$ cat config.mk
export PLATFORM = sky130hd
export DESIGN_NAME = spi_byte_tx
export DESIGN_NICKNAME = d
export VERILOG_FILES = /design/src/rtl/spi_tx_pkg.sv /design/src/rtl/spi_tx_clkdiv.sv /design/src/rtl/spi_tx_shifter.sv /design/src/rtl/spi_tx_ctrl.sv /design/src/rtl/spi_byte_tx.sv
export SDC_FILE = /design/constraint.sdc
export NUM_CORES = 1
export LEC_CHECK = 0
export ABC_AREA = 1
export ABC_CLOCK_PERIOD_IN_PS = 1300
export BUFFER_PORTS_ARGS = -buffer_cell sky130_fd_sc_hd__buf_2
export CAP_MARGIN = 10
export CELL_PAD_IN_SITES_DETAIL_PLACEMENT = 0
export CELL_PAD_IN_SITES_GLOBAL_PLACEMENT = 1
export CORE_UTILIZATION = 37
export DETAILED_ROUTE_END_ITERATION = 6
export PLACE_DENSITY = 0.71
export SLEW_MARGIN = 20
export SYNTH_ARGS = -nofsm -noshare
export SYNTH_HDL_FRONTEND = slang
export SYNTH_SLANG_ARGS = --single-unit
$ cat constraint.sdc
create_clock -name clk -period 1.3 [get_ports clk]
set_clock_uncertainty 0.15 [all_clocks]
set_input_delay 0.13 -clock clk [delete_from_list [all_inputs] [get_ports clk]]
set_output_delay 0.13 -clock clk [all_outputs]
set_load 0.01 [all_outputs]
$ cat src/rtl/spi_tx_pkg.sv
package spi_tx_pkg;

  typedef enum logic [1:0] {
    ST_IDLE  = 2'd0,
    ST_SHIFT = 2'd1,
    ST_FIN   = 2'd2
  } tx_state_e;

  // System cycles per half serial period, rounded up so the rate never exceeds target
  function automatic int half_cycles(input longint clk_hz, input longint sclk_hz);
    longint h;
    h = (clk_hz + 2 * sclk_hz - 1) / (2 * sclk_hz);
    if (h < 1) h = 1;
    return int'(h);
  endfunction

  // Width of a counter that must hold values 0..n-1
  function automatic int count_width(input int n);
    return (n < 2) ? 1 : $clog2(n);
  endfunction

endpackage

$ cat src/rtl/spi_tx_clkdiv.sv
module spi_tx_clkdiv #(
  parameter int HALF = 50
) (
  input  logic clk,
  input  logic rst_n,
  input  logic resync,
  output logic tick
);
  import spi_tx_pkg::*;

  localparam int CW = count_width(HALF);
  localparam logic [CW-1:0] LAST = CW'(HALF - 1);

  logic [CW-1:0] cnt;

  assign tick = (cnt == LAST);

  always_ff @(posedge clk or negedge rst_n) begin
    if (!rst_n)      cnt <= '0;
    else if (resync) cnt <= '0;
    else if (tick)   cnt <= '0;
    else             cnt <= cnt + 1'b1;
  end


  tick_after_resync_chk: assert property (@(posedge clk) disable iff (!rst_n)
    (resync && HALF > 1) |=> !tick);

endmodule

$ cat src/rtl/spi_tx_shifter.sv
module spi_tx_shifter #(
  parameter int DATA_W = 8
) (
  input  logic              clk,
  input  logic              rst_n,
  input  logic              load,
  input  logic [DATA_W-1:0] load_data,
  input  logic              load_dc,
  input  logic              shift,
  output logic              mosi,
  output logic              dc
);

  logic [DATA_W-1:0] sreg;

  always_ff @(posedge clk or negedge rst_n) begin
    if (!rst_n) begin
      sreg <= '0;
      dc   <= 1'b0;
    end else if (load) begin
      sreg <= load_data;
      dc   <= load_dc;
    end else if (shift) begin
      sreg <= {sreg[DATA_W-2:0], 1'b0};
    end
  end

  assign mosi = sreg[DATA_W-1];


  no_load_while_shift_chk: assert property (@(posedge clk) disable iff (!rst_n)
    !(load && shift));

endmodule

$ cat src/rtl/spi_tx_ctrl.sv
module spi_tx_ctrl #(
  parameter int DATA_W = 8
) (
  input  logic clk,
  input  logic rst_n,
  input  logic tx_valid,
  input  logic tick,
  output logic tx_ready,
  output logic load,
  output logic shift,
  output logic sclk,
  output logic cs_n,
  output logic done
);
  import spi_tx_pkg::*;

  localparam int BW = count_width(DATA_W);
  localparam logic [BW-1:0] LAST_BIT = BW'(DATA_W - 1);

  tx_state_e   state;
  logic [BW-1:0] bit_idx;
  logic        fall_evt;
  logic        rise_evt;
  logic        last_fall;

  assign rise_evt  = (state == ST_SHIFT) && tick && !sclk;
  assign fall_evt  = (state == ST_SHIFT) && tick && sclk;
  assign last_fall = fall_evt && (bit_idx == LAST_BIT);

  assign tx_ready = (state == ST_IDLE);
  assign load     = tx_ready && tx_valid;
  assign shift    = fall_evt && !last_fall;
  assign cs_n     = (state == ST_IDLE);
  assign done     = (state == ST_FIN);

  always_ff @(posedge clk or negedge rst_n) begin
    if (!rst_n) begin
      state   <= ST_IDLE;
      sclk    <= 1'b0;
      bit_idx <= '0;
    end else begin
      unique case (state)
        ST_IDLE: begin
          sclk <= 1'b0;
          if (tx_valid) begin
            state   <= ST_SHIFT;
            bit_idx <= '0;
          end
        end
        ST_SHIFT: begin
          if (rise_evt) sclk <= 1'b1;
          if (fall_evt) begin
            sclk <= 1'b0;
            if (last_fall) state <= ST_FIN;
            else           bit_idx <= bit_idx + 1'b1;
          end
        end
        ST_FIN:  state <= ST_IDLE;
        default: state <= ST_IDLE;
      endcase
    end
  end


  sclk_idle_low_chk: assert property (@(posedge clk) disable iff (!rst_n)
    cs_n |-> !sclk);


  done_single_chk: assert property (@(posedge clk) disable iff (!rst_n)
    done |=> (!done && tx_ready));


  cs_fall_cause_chk: assert property (@(posedge clk) disable iff (!rst_n)
    $fell(cs_n) |-> $past(load));


  cs_rise_after_fall_chk: assert property (@(posedge clk) disable iff (!rst_n)
    $rose(cs_n) |-> ($past(done) && !sclk));

endmodule

$ cat src/rtl/spi_byte_tx.sv
module spi_byte_tx #(
  parameter longint CLK_HZ  = 100_000_000,
  parameter longint SCLK_HZ = 1_000_000,
  parameter int     DATA_W  = 8
) (
  input  logic              clk,
  input  logic              rst_n,
  input  logic              tx_valid,
  input  logic [DATA_W-1:0] tx_data,
  input  logic              tx_dc,
  output logic              tx_ready,
  output logic              tx_done,
  output logic              spi_sclk,
  output logic              spi_mosi,
  output logic              spi_cs_n,
  output logic              spi_dc
);
  import spi_tx_pkg::*;

  localparam int HALF = half_cycles(CLK_HZ, SCLK_HZ);

  logic load_w;
  logic shift_w;
  logic tick_w;

  spi_tx_clkdiv #(.HALF(HALF)) u_div (
    .clk    (clk),
    .rst_n  (rst_n),
    .resync (load_w),
    .tick   (tick_w)
  );

  spi_tx_ctrl #(.DATA_W(DATA_W)) u_ctrl (
    .clk      (clk),
    .rst_n    (rst_n),
    .tx_valid (tx_valid),
    .tick     (tick_w),
    .tx_ready (tx_ready),
    .load     (load_w),
    .shift    (shift_w),
    .sclk     (spi_sclk),
    .cs_n     (spi_cs_n),
    .done     (tx_done)
  );

  spi_tx_shifter #(.DATA_W(DATA_W)) u_shift (
    .clk       (clk),
    .rst_n     (rst_n),
    .load      (load_w),
    .load_data (tx_data),
    .load_dc   (tx_dc),
    .shift     (shift_w),
    .mosi      (spi_mosi),
    .dc        (spi_dc)
  );


  mosi_hold_high_chk: assert property (@(posedge clk) disable iff (!rst_n)
    spi_sclk |-> $stable(spi_mosi));


  dc_frame_stable_chk: assert property (@(posedge clk) disable iff (!rst_n)
    (!spi_cs_n && $past(!spi_cs_n)) |-> $stable(spi_dc));

endmodule

==> flow_summary.json, run 1 <==
{
  "outcome": "finished with violations",
  "failed_checks": "design-rule violations, negative setup slack",
  "crit_required_ns": 1.35,
  "cts.htree.levels": 1,
  "hold_ws_ns": 0.09284,
  "ys_seq_elements": 21,
  "busiest_layer": "met2",
  "gp_congestion": 0.7398,
  "min_path_type": "input pin to flop",
  "die_x_um": 57.78,
  "cts_root_buffer": "clkbuf_4",
  "rows": 19,
  "p_leak_nw": 0.8562,
  "synth_warnings": 0,
  "area_growth_pct": 42.28,
  "cp-endpoint": "u_ctrl.bit_idx[1]",
  "finish.net_count": 200,
  "grtUsageMet1_pct": 21.46,
  "r2r_setup_slack_ns": -0.15,
  "setup_viol": 22,
  "worstReg2RegStart": "u_ctrl.bit_idx[0]",
  "yosysUniqueCellTypes": 23,
  "antenna_left": 0,
  "grt_max_degree": 22,
  "period_needed_ns": 1.448,
  "dieArea_sq_um": 3338,
  "drv_slew": 0,
  "clk_latency_ns": 0.29,
  "global_route.overflow_total": 0,
  "reg2reg_depth": 7,
  "ir_drop_uv": 423.2,
  "crit_path_end_kind": "flop",
  "worstPathArrival_ns": 1.50,
  "instances_no_fill": 214,
  "mappedNetlistArea_sq_um": 1151,
  "synthCells": 132,
  "cts.clk_slew.worst_paths_ns": 0.11,
  "synthFlopType": "dfrtp_1",
  "ios": 18,
  "drt_iter0_drc": 29,
  "synth_top_cell_by_area": "dfrtp_1",
  "grt_pass1_vias": 936,
  "drc": 1,
  "place.port_buffers": 17,
  "grt.met2_usage_pct": 27.08,
  "first_pass_iters": 6,
  "rsz0062_at_grt": "true",
  "synth_nets": 148,
  "totalWireLength_um": 2267,
  "vias": 989,
  "filler_cell_count": 267,
  "tritoncts": "done",
  "period_share_pct": 111.4,
  "cts_buffer_depth": 2,
  "pre_cts_slack_ns": -0.1661,
  "n_antenna_cell": 0,
  "reg2reg_to": "u_ctrl.bit_idx[1]",
  "drive_gt1_share_pct": 44.26,
  "grt_usage_pct": 15.86,
  "synth_edf_count": 0,
  "dpl.cell_count": 197,
  "critPathMaxFanout": 5,
  "cp-start-kind": "flop",
  "cts_buffers": 3,
  "drv_cap": 0,
  "setup_ws_ns": -0.1479,
  "initial_core_util_pct": 40.35,
  "relSlewSlack_pct": 69.12,
  "post_drt_wl_per_cell_um": 10.59,
  "coreArea_sq_um": 2853,
  "die_h_um": 57.78,
  "fmax_mhz": 690.7,
  "worst_pin_slew_ns": 0.4633,
  "synthArstFlopShare_pct": 100.0,
  "hold_viol": 0,
  "hpwl_um": 1657,
  "path_class": "flop to flop",
  "yosysTopAreaCellShare_pct": 45.65,
  "grt_first_pass_wirelength_um": 4112,
  "use_met3_pct": 2.009,
  "cts_sinks": 21,
  "via_per_inst": 4.621,
  "avgSynthCellArea_sq_um": 8.720,
  "antenna_found_initial": 0,
  "worstSetupStartpoint": "u_ctrl.bit_idx[0]",
  "power.density_nw_per_um2": 613.8,
  "ys_seq_area_share_pct": 45.65,
  "synth_area_leaders": "dfrtp_1 46%, nand2_1 16%, nand3_2 8.7%"
}
## area by class of cell
class,count,area (sq um),area share [%]
clock buffers,4,26.28,1.604
multi-input cells,97,596.8,36.44
repair buffers,52,412.9,25.21
flip-flops and latches,21,526.8,32.16
inverters,9,36.28,2.215
well taps,31,38.79,2.368
## critical path: stages (launching register included)
cell     delay (ns)
dfrtp_1        0.41
ha_2           0.19
ha_4           0.16
inv_2          0.06
nand3_4        0.11
buf_4          0.18
nand3_2        0.05
nand2_1        0.05
## synth_stat cells, types with 3 or more instances
library cell and n:
buf_6 3, dfrtp_1 21, ha_1 4, inv_1 7, nand2_1 49, nand3_1 5, nand3_2 10, nor2_1 10
nor2_2 3
## timing repair
action,4_1_cts,5_1_grt
pin swaps,8,2
hold endpoints to repair,30,0
buffers inserted,1,2
hold buffers,10,0
gates cloned,0,0
endpoints found under the setup margin,18,23
resized for setup,11,11
## layout by cell type, fill, tap and decap left out, types with 3 or more instances in the layout
master	n
buf_6	6
dlygate4sd3_1	10
nand2_1	47
inv_1	6
nor2_2	6
nand3_2	11
nor2_1	6
ha_2	3
clkbuf_4	3
dfrtp_1	20
buf_4	20
nand2_2	4
nand3_1	4
buf_2	15
## logic make-up (layout without fill, tap and decap cells)
logic type               after synthesis  count (layout)  synth area share, %
buffers and inverters                 14              65                7.174
flip-flops                            21              21                45.65
AO/OA/AOI/OAI                          4               4                1.956
XOR/XNOR                               2               2                1.522
AND/OR/NAND/NOR                       87              87                39.35
adder cells (fa/ha/maj)                4               4                4.348
## state kept, by name, indices dropped and copies added (netlist names)
signal          flops
u_ctrl.sclk         1
u_ctrl.state        2
u_div.cnt           6
u_shift.sreg        8
u_ctrl.bit_idx      3
u_shift.dc          1
## where the power goes
group | internal [mW] | leakage, nW | switching, mW
Clock | 0.119 | 0.0150 | 0.182
Combinational | 0.0309 | 0.568 | 0.0202
Sequential | 0.653 | 0.273 | 0
## layer usage
metal	up-vias	share of wire (%)	routed length, um
met3	2	2.6	60
li1	515	-	-
met5	-	0	0
met2	18	50	1128
met1	454	47	1061
met4	0	0.71	16
## metrics by stage
stage / area, sq um / utilization [%] / total power [mW] / setup TNS (ns)
6_report: 1638 / 57.41 / 1.005 / -2.247
5_1_grt: 1638 / 57.41 / 1.053 / -3.958
3_5_place_dp: 1409 / 49.39 / 0.6956 / -1.844
3_3_place_gp: 1409 / 49.39 / 0.6953 / -1.529
2_1_floorplan: 1160 / - / 0.6658 / -0.8907
4_1_cts: 1594 / 55.88 / 1.022 / -2.074
## worst min-delay path by stage
| stage | start | end | slack (ns) | cells past startpoint |
|---|---|---|---|---|
| floorplan | rst_n | u_ctrl.bit_idx[0] | -0.32 | 0 |
| global placement | rst_n | u_shift.dc | -0.03 | 1 |
| detailed placement | rst_n | u_div.cnt[2] | -0.03 | 1 |
| CTS | tx_valid | u_div.cnt[1] | 0.06 | 4 |
| global route | tx_valid | u_div.cnt[1] | 0.09 | 4 |
| finish | tx_valid | u_div.cnt[1] | 0.09 | 4 |
(Power assumes the default switching activity.)
==> inputs of run 2 (changes only) <==
BUFFER_PORTS_ARGS = default   (was -buffer_cell sky130_fd_sc_hd__buf_2)
CORE_MARGIN = 3   (was default)
CORE_UTILIZATION = 41   (was 37)
DONT_BUFFER_PORTS = 1   (was default)
PLACE_DENSITY = 0.7   (was 0.71)
SKIP_CTS_REPAIR_TIMING = 1   (was default)
==> run 2 against run 1 <==
  * The run ends with negative setup slack left
  * Fmax is 0.78% lower
  * Setup slack worse by 0.011 ns
  * Combinational power shrank 15%
  * Hold slack got worse by 0.078 ns
==> flow_summary.json, run 2 (synthesized netlist as in run 1, its figures left out) <==
{
  "drc": 0,
  "hold_depth": 4,
  "clk_latency_ns": 0.30,
  "cts.htree.levels": 1,
  "finish.net_count": 182,
  "die_h_um": 58.99,
  "register_area_sq_um": 526.8,
  "hpwl_um": 1586,
  "tritoncts": "done",
  "regMostFlops": "u_shift.sreg",
  "largest_registers": "u_shift.sreg: 8 flops, u_div.cnt: 6 flops, u_ctrl.bit_idx: 3 flops",
  "drv_slew": 0,
  "grt_max_degree": 22,
  "post_drt_wl_per_cell_um": 11.42,
  "period_share_pct": 112.2,
  "utilization_pct": 60.23,
  "fmax_mhz": 685.3,
  "setup_viol": 16,
  "grt_usage_pct": 14.14,
  "antenna_found_initial": 0,
  "coreArea_sq_um": 2567,
  "crit_slowest_cell": "dfrtp_1",
  "finalInstanceArea_sq_um": 1546,
  "min_to": "u_shift.dc",
  "min_path_type": "input pin to flop",
  "crit_path_cell_trace": "ha_2 -> ha_2 -> inv_2 -> nand3_4 -> buf_6 -> nand3_2 -> nand2_1",
  "via_per_inst": 4.831,
  "placed_area_sq_um": 1300,
  "cts_sinks": 21,
  "grt_pass1_vias": 912,
  "grt_first_pass_wirelength_um": 3815,
  "cts.clk_slew.worst_paths_ns": 0.12,
  "cts_buffer_depth": 2,
  "drt_iter0_drc": 19,
  "path_class": "flop to flop",
  "drive_gt1_share_pct": 37.58,
  "critPathMaxFanout": 6,
  "ir_drop_uv": 425.4,
  "vias": 942,
  "worstReg2RegStart": "u_ctrl.bit_idx[0]",
  "ios": 18,
  "initial_core_util_pct": 44.83,
  "multi_input_area_sq_um": 598.1,
  "rsz0062_at_grt": "true",
  "worstSetupStartpoint": "u_ctrl.bit_idx[0]",
  "drv_cap": 0,
  "layout_commonest_cell": "nand2_1",
  "power.density_nw_per_um2": 651.9,
  "area_growth_pct": 34.35,
  "first_pass_iters": 4,
  "min_from": "tx_valid",
  "reg2reg_to": "u_shift.sreg[3]",
  "p_leak_nw": 0.7747,
  "cts_root_buffer": "clkbuf_4",
  "filler_cell_count": 229,
  "failed_checks": "negative setup slack",
  "die_x_um": 58.99,
  "largest_reg_flops": 8,
  "hold_ws_ns": 0.01488,
  "outcome": "finished with violations",
  "relSlewSlack_pct": 86.68,
  "crit_path_end_kind": "flop",
  "worst_pin_slew_ns": 0.1995,
  "totalWireLength_um": 2227,
  "path_common_cell": "ha_2",
  "antenna_left": 0,
  "dieArea_sq_um": 3479,
  "setup_ws_ns": -0.1592,
  "cpPeakStageDelay_ns": 0.40,
  "final_cell_mix": "47 x nand2_1, 20 x dfrtp_1, 17 x buf_4",
  "r2r_setup_slack_ns": -0.16,
  "global_route.overflow_total": 0,
  "gp_congestion": 0.8140,
  "crit_required_ns": 1.35,
  "reg2reg_depth": 7,
  "place.port_buffers": 0,
  "cp-start-kind": "flop",
  "worstPathArrival_ns": 1.51,
  "rows": 18,
  "n_antenna_cell": 0,
  "hold_viol": 0,
  "period_needed_ns": 1.459,
  "cts_buffers": 3
}
-- run 2: cell count changes in the layout (fill, tap and decap cells not counted), moves of 2 or more --
cell,before,now
buf_4,20,17
buf_2,15,0
nor2_1,6,8
nor2_2,6,3
-- run 2: through the flow --
step | setup slack, ns | instances | power [mW] | TNS [ns]
6_report | -0.1592 | 195 | 1.008 | -1.715
3_5_place_dp | -0.2270 | 176 | 0.6658 | -2.439
3_3_place_gp | -0.2108 | 176 | 0.6658 | -2.261
5_1_grt | -0.2476 | 195 | 1.054 | -3.115
4_1_cts | -0.2673 | 180 | 0.9832 | -3.209
2_1_floorplan | -0.08980 | 132 | 0.6658 | -0.8907
-- run 2: routing by layer --
metal	routed length, um	GRT usage, %	share of wire (%)	vias to the layer above
met2	1123	24.13	50	13
li1	-	-	-	481
met1	1012	18.59	45	446
met5	0	0	0	-
met3	76	2.179	3.4	2
met4	15	3.883	0.67	0
-- run 2: critical path: cells and delay by family (launching register included) --
kind | cells | cell delay [ns]
adder cells (fa/ha/maj) | 2 | 0.35
buffers and inverters | 2 | 0.23
flip-flops | 1 | 0.40
AND/OR/NAND/NOR | 3 | 0.22
-- run 2: final cells by class --
cell class / count / area share, %
repair buffers: 34 / 20.95
clock buffers: 4 / 1.699
well taps: 30 / 2.427
multi-input cells: 97 / 38.67
flip-flops and latches: 21 / 34.06
inverters: 9 / 2.184
-- run 2: report_power, final --
group          internal, mW  switching (mW)  total, mW
Sequential            0.653               0      0.653
Clock                 0.119           0.193      0.312
Combinational        0.0260          0.0175     0.0435
Total                 0.798           0.210       1.01
-- run 2: how the worst max path moves through the flow --
stage | end | slack [ns] | cells past startpoint
2_1_floorplan | u_shift.sreg[7] | -0.09 | 8
3_3_place_gp | u_ctrl.bit_idx[2] | -0.21 | 7
3_5_place_dp | u_shift.sreg[1] | -0.23 | 7
4_1_cts | u_shift.sreg[1] | -0.27 | 7
5_1_grt | u_shift.sreg[2] | -0.25 | 8
6_report | u_shift.sreg[3] | -0.16 | 7
==> inputs of run 3 (changes only) <==
PLACE_DENSITY = default   (was 0.7)
PLACE_DENSITY_LB_ADDON = 0.3   (was default)
==> run 3 against run 2 <==
  * The run still ends with negative setup slack left
  * Count of clock-buffer cells in the layout unchanged
  * Fmax decreased by 0.53%
  * Largest cell class unchanged
  * Final area increased by 0.24%
  * Final cell count is the same
  * Critical path type unchanged
  * First-iteration DRC count grew 16%
  * Setup slack got worse by 0.0078 ns
==> flow_summary.json, run 3 (synthesized netlist as in run 1, its figures left out) <==
{
  "drc": 0,
  "totalWireLength_um": 2444,
  "cpPeakStageDelay_ns": 0.41,
  "worst_pin_slew_ns": 0.9411,
  "tritoncts": "done",
  "place.port_buffers": 0,
  "antenna_left": 0,
  "setup_ws_ns": -0.1670,
  "reg2reg_depth": 7,
  "min_path_type": "input pin to async pin",
  "cts_buffer_depth": 2,
  "cp-start-kind": "flop",
  "die_h_um": 58.99,
  "initial_core_util_pct": 44.83,
  "regMostFlops": "u_shift.sreg",
  "largest_reg_flops": 8,
  "setup_viol": 16,
  "period_share_pct": 112.8,
  "area_growth_pct": 34.67,
  "largest_registers": "u_shift.sreg: 8 flops, u_div.cnt: 6 flops, u_ctrl.bit_idx: 3 flops",
  "crit_path_end_kind": "flop",
  "power.density_nw_per_um2": 660.3,
  "drt_iter0_drc": 22,
  "grt_pass1_vias": 787,
  "post_drt_wl_per_cell_um": 12.53,
  "finish.net_count": 182,
  "hold_viol": 0,
  "fmax_mhz": 681.6,
  "critPathMaxFanout": 4,
  "outcome": "finished with violations",
  "cts_buffers": 3,
  "hold_ws_ns": 0.2456,
  "period_needed_ns": 1.467,
  "crit_slowest_cell": "dfrtp_1",
  "n_antenna_cell": 0,
  "r2r_setup_slack_ns": -0.17,
  "dieArea_sq_um": 3479,
  "grt_usage_pct": 14.02,
  "die_x_um": 58.99,
  "layout_commonest_cell": "nand2_1",
  "drv_cap": 0,
  "setup-tns-final_ns": -2.138,
  "grt_first_pass_wirelength_um": 3677,
  "worstPathArrival_ns": 1.54,
  "antenna_found_initial": 0,
  "first_pass_iters": 4,
  "clk_latency_ns": 0.31,
  "final_cell_mix": "48 x nand2_1, 21 x dfrtp_1, 19 x buf_4",
  "grt_max_degree": 22,
  "crit_required_ns": 1.37,
  "worstSetupStartpoint": "u_ctrl.bit_idx[0]",
  "hpwl_um": 1556,
  "reg2reg_to": "u_ctrl.bit_idx[1]",
  "register_area_sq_um": 525.5,
  "relSlewSlack_pct": 37.05,
  "coreArea_sq_um": 2567,
  "cts.clk_slew.worst_paths_ns": 0.12,
  "ir_drop_uv": 691.8,
  "cp-endpoint": "u_ctrl.bit_idx[1]",
  "path_common_cell": "ha_2",
  "gp_congestion": 0.8256,
  "ios": 18,
  "via_per_inst": 4.759,
  "multi_input_area_sq_um": 609.3,
  "p_leak_nw": 0.7794,
  "cts.htree.levels": 1,
  "finalPower_mw": 1.024,
  "global_route.overflow_total": 0,
  "pre_cts_slack_ns": -0.1701,
  "crit_path_cell_trace": "ha_2 -> ha_2 -> inv_2 -> nand3_4 -> buf_4 -> nand3_2 -> nand2_1",
  "cts_root_buffer": "clkbuf_4",
  "rows": 18,
  "cts_sinks": 21,
  "worstReg2RegStart": "u_ctrl.bit_idx[0]",
  "filler_cell_count": 241,
  "vias": 928,
  "path_class": "flop to flop",
  "drive_gt1_share_pct": 36.36,
  "rsz0062_at_grt": "true",
  "failed_checks": "negative setup slack",
  "drv_slew": 0
}
[run 3: through the flow]
step / util (%) / instances / cell area, sq um
floorplan: - / 132 / 1160
global placement: 51.41 / 177 / 1320
CTS: 52.44 / 181 / 1346
detailed placement: 51.41 / 177 / 1320
finish: 60.38 / 195 / 1550
global route: 60.38 / 195 / 1550
[run 3: report_power, final]
group	leakage, nW	total, mW	internal, mW	switching, mW
clock	0.0150	0.331	0.120	0.212
combinational	0.490	0.0392	0.0220	0.0172
sequential	0.275	0.653	0.653	0
[run 3: cell type report]
class,count,share of cell area (%)
flip-flops and latches,21,33.90
inverters,9,2.341
multi-input cells,97,39.31
well taps,30,2.421
clock buffers,4,1.695
repair buffers,34,20.34
[run 3: worst min-delay path by stage]
stage / to / slack [ns]
6_report: u_ctrl.bit_idx[0] / 0.25
5_1_grt: u_ctrl.bit_idx[0] / 0.32
4_1_cts: u_ctrl.bit_idx[0] / -0.66
3_5_place_dp: u_ctrl.state[0] / -0.31
3_3_place_gp: u_ctrl.state[0] / -0.31
2_1_floorplan: u_ctrl.bit_idx[0] / -0.32
[run 3: critical path, delay by kind of cell (launching register included)]
family | cells | cell delay (ns)
flops | 1 | 0.41
buf+inv | 2 | 0.24
simple gates | 3 | 0.21
fa+ha+maj | 2 | 0.37
[run 3: layer usage]
layer / vias to the layer above / global-route usage (%) / part of all wire (%) / routed length [um]
li1: 485 / - / - / -
met1: 416 / 19.25 / 48 / 1172
met2: 21 / 21.77 / 46 / 1128
met3: 6 / 3.268 / 3.9 / 96
met4: 0 / 4.854 / 1.9 / 47
met5: - / 0 / 0 / 0
